$ cat config.mk
export PLATFORM = sky130hd
export DESIGN_NAME = disparity_irq_unit
export DESIGN_NICKNAME = d
export VERILOG_FILES = /design/src/rtl/rdm_pkg.sv /design/src/rtl/rdm_disparity_tracker.sv /design/src/rtl/rdm_pin_event.sv /design/src/rtl/rdm_irq_regs.sv /design/src/rtl/disparity_irq_unit.sv
export SDC_FILE = /design/constraint.sdc
export NUM_CORES = 1
export LEC_CHECK = 0
export BUFFER_PORTS_ARGS = -buffer_cell sky130_fd_sc_hd__buf_2
export CAP_MARGIN = 20
export CORE_MARGIN = 4
export CORE_UTILIZATION = 55
export CTS_BUF_LIST = sky130_fd_sc_hd__clkbuf_4
export DETAILED_ROUTE_END_ITERATION = 10
export PLACE_DENSITY = 0.84
export SKIP_LAST_GASP = 1
export SLEW_MARGIN = 5
export SYNTH_ARGS = -nofsm -noshare
export SYNTH_HDL_FRONTEND = slang
export SYNTH_SLANG_ARGS = --single-unit
$ cat constraint.sdc
create_clock -name clk -period 6.3 [get_ports clk]
set_clock_uncertainty 0.05 [all_clocks]
set_input_delay 1.89 -clock clk [delete_from_list [all_inputs] [get_ports clk]]
set_output_delay 1.89 -clock clk [all_outputs]
set_load 0.005 [all_outputs]
$ cat src/rtl/rdm_pkg.sv
package rdm_pkg;
   localparam int NSRC    = 4;
   localparam int IDX_UNF = 0;
   localparam int IDX_OVF = 1;
   localparam int IDX_RL  = 2;
   localparam int IDX_PIN = 3;

   typedef enum logic [1:0] {
      PIN_OFF  = 2'd0,
      PIN_RISE = 2'd1,
      PIN_FALL = 2'd2,
      PIN_ANY  = 2'd3
   } pin_mode_e;
endpackage

$ cat src/rtl/rdm_disparity_tracker.sv
module rdm_disparity_tracker #(
   parameter int ONES_LIMIT  = 25,
   parameter int ZEROS_LIMIT = 27
) (
   input  logic clk,
   input  logic rst_n,
   input  logic msg_start,
   input  logic msg_active,
   input  logic bit_valid,
   input  logic bit_data,
   input  logic check_off,
   output logic err_evt
);
   localparam int MAXL = (ONES_LIMIT > ZEROS_LIMIT) ? ONES_LIMIT : ZEROS_LIMIT;
   localparam int CW   = $clog2(MAXL + 1) + 1;
   localparam logic signed [CW-1:0] HI    = CW'(ONES_LIMIT);
   localparam logic signed [CW-1:0] LO    = -CW'(ZEROS_LIMIT);
   localparam logic signed [CW-1:0] ONE_S = CW'(1);

   logic signed [CW-1:0] diff_q, base, stepped, diff_d;
   logic take;

   if (ONES_LIMIT < 1)  $error("ONES_LIMIT must be at least 1");
   if (ZEROS_LIMIT < 1) $error("ZEROS_LIMIT must be at least 1");

   always_comb begin
      base = msg_start ? '0 : diff_q;
      take = msg_active && bit_valid;
      if (bit_data) stepped = (base == HI) ? HI : base + ONE_S;
      else          stepped = (base == LO) ? LO : base - ONE_S;
      diff_d  = take ? stepped : base;
      err_evt = take && !check_off && ((stepped == HI) || (stepped == LO));
   end

   always_ff @(posedge clk) begin
      if (!rst_n) diff_q <= '0;
      else        diff_q <= diff_d;
   end
endmodule

$ cat src/rtl/rdm_pin_event.sv
module rdm_pin_event
   import rdm_pkg::*;
(
   input  logic       clk,
   input  logic       rst_n,
   input  logic       pin,
   input  logic [1:0] mode,
   output logic       evt
);
   logic prev_q, rise, fall;
   pin_mode_e m;

   always_comb begin
      m    = pin_mode_e'(mode);
      rise = pin && !prev_q;
      fall = !pin && prev_q;
      unique case (m)
         PIN_OFF:  evt = 1'b0;
         PIN_RISE: evt = rise;
         PIN_FALL: evt = fall;
         PIN_ANY:  evt = rise || fall;
         default:  evt = 1'b0;
      endcase
   end

   always_ff @(posedge clk) begin
      if (!rst_n) prev_q <= 1'b0;
      else        prev_q <= pin;
   end
endmodule

$ cat src/rtl/rdm_irq_regs.sv
module rdm_irq_regs #(
   parameter int DW   = 8,
   parameter int NSRC = 4,
   parameter logic [NSRC-1:0] STAT_RESET = '0
) (
   input  logic            clk,
   input  logic            rst_n,
   input  logic [NSRC-1:0] set_vec,
   input  logic            host_wr,
   input  logic            host_sel,
   input  logic [NSRC-1:0] host_wbits,
   output logic [NSRC-1:0] status,
   output logic [NSRC-1:0] unmask,
   output logic [DW-1:0]   rdata,
   output logic            irq
);
   localparam int PADW = DW - NSRC;

   logic [NSRC-1:0] clr_vec;
   logic            mask_we;

   if (PADW < 1) $error("DW must exceed NSRC");

   assign clr_vec = (host_wr && !host_sel) ? host_wbits : '0;
   assign mask_we = host_wr && host_sel;

   for (genvar g = 0; g < NSRC; g++) begin : g_cell
      logic cell_q;
      always_ff @(posedge clk) begin
         if (!rst_n)          cell_q <= STAT_RESET[g];
         else if (set_vec[g]) cell_q <= 1'b1;
         else if (clr_vec[g]) cell_q <= 1'b0;
      end
      assign status[g] = cell_q;
   end

   always_ff @(posedge clk) begin
      if (!rst_n)       unmask <= '0;
      else if (mask_we) unmask <= host_wbits;
   end

   assign rdata = {{PADW{1'b0}}, (host_sel ? unmask : status)};
   assign irq   = |(status & unmask);
endmodule

$ cat src/rtl/disparity_irq_unit.sv
module disparity_irq_unit
   import rdm_pkg::*;
#(
   parameter int DW          = 8,
   parameter int ONES_LIMIT  = 25,
   parameter int ZEROS_LIMIT = 27
) (
   input  logic          clk,
   input  logic          rst_n,
   input  logic          msg_start,
   input  logic          msg_active,
   input  logic          bit_valid,
   input  logic          bit_data,
   input  logic          rl_check_off,
   input  logic          user_pin,
   input  logic [1:0]    user_pin_mode,
   input  logic          txq_overflow,
   input  logic          txq_underflow,
   input  logic          host_wr,
   input  logic          host_sel,
   input  logic [DW-1:0] host_wdata,
   output logic [DW-1:0] host_rdata,
   output logic          irq_out
);
   localparam logic [NSRC-1:0] STAT_RESET = NSRC'(1) << IDX_RL;

   logic            rl_evt, pin_evt;
   logic [NSRC-1:0] set_vec, stat_bits, mask_bits;
   wire             unused_wbits = ^host_wdata[DW-1:NSRC];

   if (DW <= NSRC) $error("DW too small for the status sources");

   rdm_disparity_tracker #(.ONES_LIMIT(ONES_LIMIT), .ZEROS_LIMIT(ZEROS_LIMIT)) u_track (
      .clk(clk), .rst_n(rst_n), .msg_start(msg_start), .msg_active(msg_active),
      .bit_valid(bit_valid), .bit_data(bit_data), .check_off(rl_check_off),
      .err_evt(rl_evt)
   );

   rdm_pin_event u_pin (
      .clk(clk), .rst_n(rst_n), .pin(user_pin), .mode(user_pin_mode), .evt(pin_evt)
   );

   always_comb begin
      set_vec          = '0;
      set_vec[IDX_UNF] = txq_underflow;
      set_vec[IDX_OVF] = txq_overflow;
      set_vec[IDX_RL]  = rl_evt;
      set_vec[IDX_PIN] = pin_evt;
   end

   rdm_irq_regs #(.DW(DW), .NSRC(NSRC), .STAT_RESET(STAT_RESET)) u_regs (
      .clk(clk), .rst_n(rst_n), .set_vec(set_vec), .host_wr(host_wr),
      .host_sel(host_sel), .host_wbits(host_wdata[NSRC-1:0]),
      .status(stat_bits), .unmask(mask_bits), .rdata(host_rdata), .irq(irq_out)
   );
endmodule

==> qor.yml, run 1 <==
critPathKind: "in -> out"
grt_pass1_vias: 996
yosys_register_bits: 15
diodes: 0
cp-start-kind: "input pin"
yosysTopAreaCell: "dfxtp_1"
design_area_um2: 1210
ys_seq_area_share_pct: 27.3
setup_violations: 0
grt_max_degree: 16
slew_viol_final: 0
crit_path_max_fanout: 10
yosys_warnings: 0
root_buffer: "clkbuf_4"
grt-ovfl-total: 0
routedWlPerCell_um: 13.4
cts_resized: 0
rsz0062_at_grt: "false"
htree_levels: 1
io_pins: 31
route.vias.total: 1052
ys_types: 44
async_flop_share_pct: 0
fillCellCount: 157
place_area_um2: 1180
hold_path_class: "reg -> reg"
die-area_um2: 2780
cts_tree: "yes"
tns_ns: 0
clk_pin_slew_ns: 0.09
period_needed_ns: 4.51
drc: 0
gp_congestion: 0.864
pwr_density_cell_nw_per_um2: 178
numClockSinks: 15
ys_top_cells_by_area: "dfxtp_1 27%, nand2_1 6.2%, nand3_1 4.1%, a21boi_0 4.1%, buf_4 4.1%"
postCtsHoldBufs: 0
p_leak_nw: 0.524
status: "finished clean"
fin_crit_sh_pct: 71.6
cts_buffers: 3
synth_common_cells: "18 x nand2_1, 15 x dfxtp_1, 9 x nand3_1"
final_nets: 182
drt-total-wl_um: 2430
synth_top_area_share_pct: 27.3
syn_to_final_growth_pct: 10.4
end_kind: "output port"
synthesis.area_um2: 1100
hpwl_um: 1860
max_freq_mhz: 222
antenna_found_initial: 0
post_cts_buffers: 0
vias_per_cell: 5.81
synthCells: 137
fin_ws_ns: 1.79
final-hold-violation-count: 0
grt_util_all_layers_pct: 19.7
drtAntennaViolNets: 0
clk_latency_ns: 0.28
drv_cap: 0
yosysMostFrequentCell: "nand2_1"
start_util_pct: 61.0
post-route-util_pct: 67.3
fp.dieW_um: 52.7
firstDrtPassIters: 4
cts_buffer_depth: 2
grt_pass1_wl_um: 4100
place_ws_ns: 1.78
cp_data_required_time_ns: 4.36
port_buffers: 22
core-area_um2: 1800
synth-edff-count: 0
hold_ws_ns: 0.439
die_h_um: 52.7
synthFlopType: "dfxtp_1"
ir_drop_uv: 93.8
fp-row-count: 15
drt-initial-drc-count: 30
syn_avg_cell_area_um2: 8.02
drive_above_1_share_pct: 22.4
crit_arrival_ns: 2.57
-- layout make-up --
cell class              instances  area (µm²)  share of cell area (%)
inverters                       8        30.0                    2.48
well taps                      25        31.3                    2.58
flip-flops and latches         15         300                    24.8
clock buffers                   4        30.0                    2.48
multi-input cells             107         711                    58.6
repair buffers                 22         110                    9.08
-- cell usage in the layout (no fill, tap or decap), types with 3 or more instances in the layout --
master | netlist | routed
conb_1 | 1 | 4
nand2_1 | 18 | 18
inv_1 | 8 | 8
nor3_1 | 3 | 3
nand3_1 | 9 | 9
clkbuf_4 | 0 | 4
a22oi_1 | 3 | 3
dfxtp_1 | 15 | 15
a21oi_1 | 6 | 6
nor2_1 | 4 | 4
a21boi_0 | 6 | 6
buf_2 | 1 | 22
ha_1 | 3 | 3
mux2_2 | 4 | 4
o21ai_0 | 5 | 5
nand4_1 | 5 | 5
nor2b_1 | 5 | 5
-- worst max-delay path: stages --
cell and delay (ns):
buf_2 0.19, mux2_2 0.36, buf_2 0.13
-- final timing paths --
path | from | endpoint | cells past startpoint | slack [ns]
worst max-delay path | host_sel | host_rdata[1] | 3 | 1.79
worst min-delay path | u_regs.unmask[0] | u_regs.unmask[0] | 2 | 0.44
worst max register to register | u_track.diff_q[0] | u_regs.g_cell[2].cell_q | 9 | 4.20
worst min register to register | u_regs.unmask[0] | u_regs.unmask[0] | 2 | 0.44
-- through the flow --
| stage | power (mW) | cells |
|---|---|---|
| final | 0.216 | 181 |
| after global routing | 0.230 | 181 |
| after CTS | 0.218 | 181 |
| after detailed placement | 0.158 | 177 |
| after global placement | 0.155 | 177 |
| after floorplan | 0.144 | 140 |
-- kinds of logic after synthesis --
logic type      Yosys count  share of synthesized area (%)
other cells               1                          0.341
buf+inv                  18                           9.00
simple gates             56                           26.5
xor+xnor                  2                           1.59
mux                       6                           5.92
compound gates           36                           25.9
fa+ha+maj                 3                           3.42
flops                    15                           27.3
-- power by group --
part / switching (mW) / leakage [nW] / internal (mW)
logic: 0.0265 / 0.382 / 0.0233
registers: 0.00623 / 0.123 / 0.100
clock network: 0.0309 / 0.0184 / 0.0289
total: 0.0636 / 0.524 / 0.152
-- registers in the layout (all words and copies together) (netlist names) --
name / cells
u_pin.prev_q: 1
u_regs.g_cell.cell_q: 4
u_regs.unmask: 4
u_track.diff_q: 6
-- per-layer routing --
metal / vias up / global-route usage (%) / wire length, µm
li1: 532 / - / -
met1: 481 / 22.0 / 1020
met2: 34 / 35.3 / 1200
met3: 5 / 5.13 / 191
met4: 0 / 6.81 / 26
met5: - / 0 / 0
No activity file was read; power rests on OpenSTA's default activity.
==> inputs of run 2 (changes only) <==
ABC_AREA = 1   (was default)
CORE_UTILIZATION = 53   (was 55)
PLACE_DENSITY = 0.81   (was 0.84)
clock period = 4.6 ns   (was 6.3 ns; I/O delays follow)
==> run 2 against run 1 <==
- sequential share of layout area shrank 0.35 points
- total power rose by 37%
- first-iteration DRC count up 23%
- wire length rose by 3.6%
- final cell count rose by 25%
- die area up 2.2%
- largest cell class unchanged
==> qor.yml, run 2 <==
grt_pass1_vias: 1072  # +7.6%
p_leak_nw: 0.689  # +32%
yosysMostFrequentCell: "nand2_1"
synthesis.area_um2: 1090  # -1.1%
start_util_pct: 55.4  # -5.6 points
fin_crit_sh_pct: 73.8
numClockSinks: 15  # unchanged
cts_resized: 0  # unchanged
syn_avg_cell_area_um2: 6.17  # -23%
htree_levels: 1  # unchanged
port_buffers: 22  # unchanged
max_freq_mhz: 295
clk_pin_slew_ns: 0.09  # about the same
diodes: 0  # unchanged
synthCells: 176  # +28%
largest-register: "u_track.diff_q"
hpwl_um: 1960  # +5.4%
fin_ws_ns: 1.21  # -0.582 ns
gp_congestion: 0.857  # -0.78%
tns_ns: 0  # unchanged
crit_arrival_ns: 1.96  # -0.61 ns
clk_latency_ns: 0.29  # about the same
cts_buffers: 3  # unchanged
drive_above_1_share_pct: 23.0  # +0.56 points
ys_types: 21  # -52%
hold_ws_ns: 0.460  # +0.0204 ns
cp-start-kind: "input pin"
slew_viol_final: 0  # unchanged
end_kind: "output port"
ys_top_cells_by_area: "dfxtp_1 28%, nand2_1 15%, nand3_1 11%, inv_1 7.3%, nor2_1 4.8%"
cts_buffer_depth: 2  # unchanged
final-hold-violation-count: 0  # unchanged
grt_util_all_layers_pct: 20.1  # +0.47 points
setup_violations: 0  # unchanged
post-route-util_pct: 62.7  # -4.6 points
drv_cap: 0  # unchanged
core-area_um2: 1960  # +8.9%
pwr_density_cell_nw_per_um2: 240  # +35%
grt_max_degree: 13  # -3
firstDrtPassIters: 4  # unchanged
route.vias.total: 1171  # +11%
postCtsHoldBufs: 0  # unchanged
fp-row-count: 16  # +1
final_cells: 227  # +25%
rsz0062_at_grt: "false"
ys_seq_area_share_pct: 27.6  # +0.31 points
synthFlopType: "dfxtp_1"
reg_top3: "u_track.diff_q x6, u_regs.g_cell.cell_q x4, u_regs.unmask x4"
syn_to_final_growth_pct: 13.2
yosysTopAreaCell: "dfxtp_1"
drt-total-wl_um: 2520  # +3.6%
die-area_um2: 2840  # +2.2%
critPathKind: "in -> out"
io_pins: 31  # unchanged
dp_cells: 223  # +26%
status: "finished clean"
post_cts_buffers: 0  # unchanged
synth_top_area_share_pct: 27.6  # +0.31 points
drt-initial-drc-count: 37  # +23%
synth_common_cells: "44 x nand2_1, 23 x nand3_1, 21 x inv_1"
drtAntennaViolNets: 0  # unchanged
yosys_warnings: 0  # unchanged
async_flop_share_pct: 0  # unchanged
root_buffer: "clkbuf_4"
ir_drop_uv: 168  # +79%
period_needed_ns: 3.39
grt-ovfl-total: 0  # unchanged
vias_per_cell: 5.16  # -11%
antenna_found_initial: 0  # unchanged
synth-edff-count: 0  # unchanged
cts_tree: "yes"
grt_pass1_wl_um: 4290  # +4.7%
yosys_register_bits: 15  # unchanged
drc: 0  # unchanged
crit_path_max_fanout: 8  # -2
layout_common_cells: "44 x nand2_1, 23 x nand3_1, 22 x buf_2"
largest_reg_flops: 6  # unchanged
place_ws_ns: 1.22  # -0.561 ns
die_h_um: 53.3  # +1.1%
layout_commonest_cell: "nand2_1"
cp_data_required_time_ns: 3.17  # -1.19 ns
final_nets: 226  # +24%
routedWlPerCell_um: 11.1  # -17%
fp.dieW_um: 53.3  # +1.1%
hold_path_class: "reg -> reg"
==> run 2: changes by cell type after synthesis, moves of 5 or more <==
cell      change
nand3_1      +14
nand2_2       +8
o21ai_0       +5
inv_1        +13
nand2_1      +26
nor2b_1       -5
nor2_1       +10
a21boi_0      -6
==> run 2: cell type report <==
type / instances / area [µm²]
sequential: 15 / 300
inverter: 26 / 97.6
timing repair buffer: 22 / 110
multi-input combinational: 133 / 658
tap: 27 / 33.8
clock buffer: 4 / 30.0
fill: 195 / 732
==> run 2: path summary, 6_finish.rpt <==
kind,start,end,slack [ns],cells after the start
worst max-delay path,host_sel,host_rdata[1],1.21,5
worst min-delay path,u_regs.unmask[1],u_regs.unmask[1],0.46,2
worst max register to register,u_track.diff_q[0],u_regs.g_cell[2].cell_q,2.91,12
worst min register to register,u_regs.unmask[1],u_regs.unmask[1],0.46,2
==> run 2: worst max-delay path, cell delays in order <==
cell	delay, ns
buf_2	0.14
inv_1	0.19
nand2_1	0.08
nand2_1	0.07
buf_2	0.11
==> run 2: report_power, final <==
group	switching, mW	internal (mW)	total, mW
combinational	0.0412	0.0264	0.0676
clock	0.0433	0.0396	0.0829
sequential	0.00699	0.138	0.145
==> run 2: kinds of logic (layout without fill, tap and decap cells) <==
kind of cell,Yosys count,after routing,synth area share (%)
AOI/OAI and AO/OA,24,24,11.4
adders and majority gates,3,3,3.46
buffers and inverters,31,52,12.8
DFF,15,15,27.6
other,1,4,0.345
and+or+nand+nor,102,102,44.4
==> run 2: through the flow <==
| step | total power [mW] | area [µm²] |
|---|---|---|
| 2_1_floorplan | 0.194 | 1100 |
| 3_3_place_gp | 0.212 | 1200 |
| 3_5_place_dp | 0.215 | 1200 |
| 4_1_cts | 0.297 | 1230 |
| 5_1_grt | 0.315 | 1230 |
| 6_report | 0.296 | 1230 |
==> run 2: per-layer routing <==
layer	vias up	wire length [µm]	track usage, %
li1	608	-	-
met1	522	1110	23.5
met2	35	1260	36.3
met3	6	117	2.54
met4	0	32	8.09
met5	-	0	0
==> inputs of run 3 (changes only) <==
ABC_AREA = 0   (was 1)
clock period = 3.2 ns   (was 4.6 ns; I/O delays follow)
==> run 3 against run 2 <==
- largest cell class unchanged
- wire length is 8.3% lower
- register-to-register slack worse by 1.8 ns
- worst setup slack worse by 0.65 ns
- total power is 42% higher
- critical endpoint is now host_rdata[2]
- sequential share of layout area is 0.30 points higher
==> qor.yml, run 3 (synthesis gave the netlist of run 1 again) <==
start_util_pct: 56.0  # +0.64 points
pwr_density_cell_nw_per_um2: 345  # +43%
antenna_found_initial: 0  # unchanged
largest-register: "u_track.diff_q"
grt_pass1_wl_um: 3980  # -7.2%
cp-start-kind: "input pin"
ir_drop_uv: 214  # +27%
root_buffer: "clkbuf_4"
switching_share_pct: 28.5  # -2.5 points
p_clk_share_pct: 26.9  # -1.2 points
crit_path_max_fanout: 10  # +2
critPathKind: "in -> out"
grt_pass1_vias: 982  # -8.4%
hold_path_class: "reg -> reg"
postCtsHoldBufs: 0  # unchanged
comb_power_share_pct: 23.2  # +0.3 points
cts_resized: 0  # unchanged
cp_data_required_time_ns: 2.19  # -0.98 ns
max_freq_mhz: 378
power.switching_uw: 119  # +30%
grt-ovfl-total: 0  # unchanged
grt_util_all_layers_pct: 18.8  # -1.4 points
drtAntennaViolNets: 0  # unchanged
place_area_um2: 1180  # -1.3%
io_pins: 31  # unchanged
status: "finished clean"
drv_cap: 0  # unchanged
gp_congestion: 0.773  # -9.8%
slew_viol_final: 0  # unchanged
final_cells: 183  # -19%
hold_ws_ns: 0.441  # -0.0191 ns
fp.dieW_um: 53.5  # +0.49%
clk_pin_slew_ns: 0.08  # about the same
post_cts_buffers: 0  # unchanged
cts_tree: "yes"
firstDrtPassIters: 4  # unchanged
dp_cells: 179  # -20%
layout_commonest_cell: "buf_2"
numClockSinks: 15  # unchanged
route.vias.total: 1060  # -9.5%
fillCellCount: 194  # -0.51%
power.total_uw: 419  # +42%
syn_to_final_growth_pct: 10.6
port_buffers: 22  # unchanged
final_nets: 182  # -19%
cts_buffer_depth: 2  # unchanged
vias_per_cell: 5.79  # +12%
tns_ns: 0  # unchanged
p_seq_share_pct: 49.9  # +0.8 points
die_h_um: 53.5  # +0.49%
drive_above_1_share_pct: 22.4  # -0.56 points
rsz0062_at_grt: "false"
end_kind: "output port"
drt-initial-drc-count: 35  # -5.4%
p_leak_nw: 0.524  # -24%
die-area_um2: 2860  # +0.98%
final-hold-violation-count: 0  # unchanged
place_ws_ns: 0.419  # -0.803 ns
layout_common_cells: "22 x buf_2, 18 x nand2_1, 15 x dfxtp_1"
cts_buffers: 3  # unchanged
diodes: 0  # unchanged
crit_arrival_ns: 1.64  # -0.32 ns
p_int_uw: 299  # +47%
hpwl_um: 1810  # -7.8%
setup_violations: 0  # unchanged
design_area_um2: 1210  # -1.2%
grt_max_degree: 16  # +3
post-route-util_pct: 61.9  # -0.77 points
drt-total-wl_um: 2310  # -8.3%
core-area_um2: 1960  # unchanged
fp-row-count: 16  # unchanged
fin_crit_sh_pct: 82.7
drc: 0  # unchanged
routedWlPerCell_um: 12.6  # +14%
largest_reg_flops: 6  # unchanged
period_needed_ns: 2.65
fin_ws_ns: 0.553  # -0.654 ns
clk_latency_ns: 0.28  # about the same
htree_levels: 1  # unchanged
reg_top3: "u_track.diff_q x6, u_regs.g_cell.cell_q x4, u_regs.unmask x4"
[run 3: changes by cell type in the layout (fill, tap and decap cells not counted), moves of 5 or more]
cell	before	now
nand2_1	44	18
nand3_1	23	9
inv_1	21	8
nor2_1	14	4
nand2_2	8	0
a21boi_0	0	6
nor2b_1	0	5
o21ai_0	10	5
[run 3: final timing paths]
kind | start | to | slack [ns] | depth (start not counted)
setup / recovery | host_sel | host_rdata[2] | 0.55 | 3
hold / removal | u_regs.unmask[3] | u_regs.unmask[3] | 0.44 | 2
setup reg to reg | u_track.diff_q[0] | u_regs.g_cell[2].cell_q | 1.11 | 9
hold reg to reg | u_regs.unmask[3] | u_regs.unmask[3] | 0.44 | 2
[run 3: routing by layer]
layer / vias up / GRT usage (%) / wire length (µm) / part of all wire (%)
li1: 534 / - / - / -
met1: 485 / 21.9 / 1010 / 44
met2: 37 / 33.1 / 1130 / 49
met3: 4 / 2.82 / 139 / 6.0
met4: 0 / 8.94 / 29 / 1.3
met5: - / 0 / 0 / 0
[run 3: cell type report]
type | count | area, µm² | area share [%]
timing repair buffer | 22 | 110 | 9.06
sequential | 15 | 300 | 24.7
tap | 27 | 33.8 | 2.78
clock buffer | 4 | 30.0 | 2.47
multi-input combinational | 107 | 711 | 58.5
inverter | 8 | 30.0 | 2.47
[run 3: critical path, cell delays in order]
cell,delay [ns]
buf_2,0.19
mux2_2,0.36
buf_2,0.13
[run 3: power by group through the flow]
stage / logic [mW] / registers (mW) / clock network (mW)
floorplan: 0.0753 / 0.208 / 0
global placement: 0.0932 / 0.212 / 0
detailed placement: 0.0966 / 0.213 / 0
CTS: 0.0970 / 0.209 / 0.118
global route: 0.109 / 0.211 / 0.128
finish: 0.0971 / 0.209 / 0.113
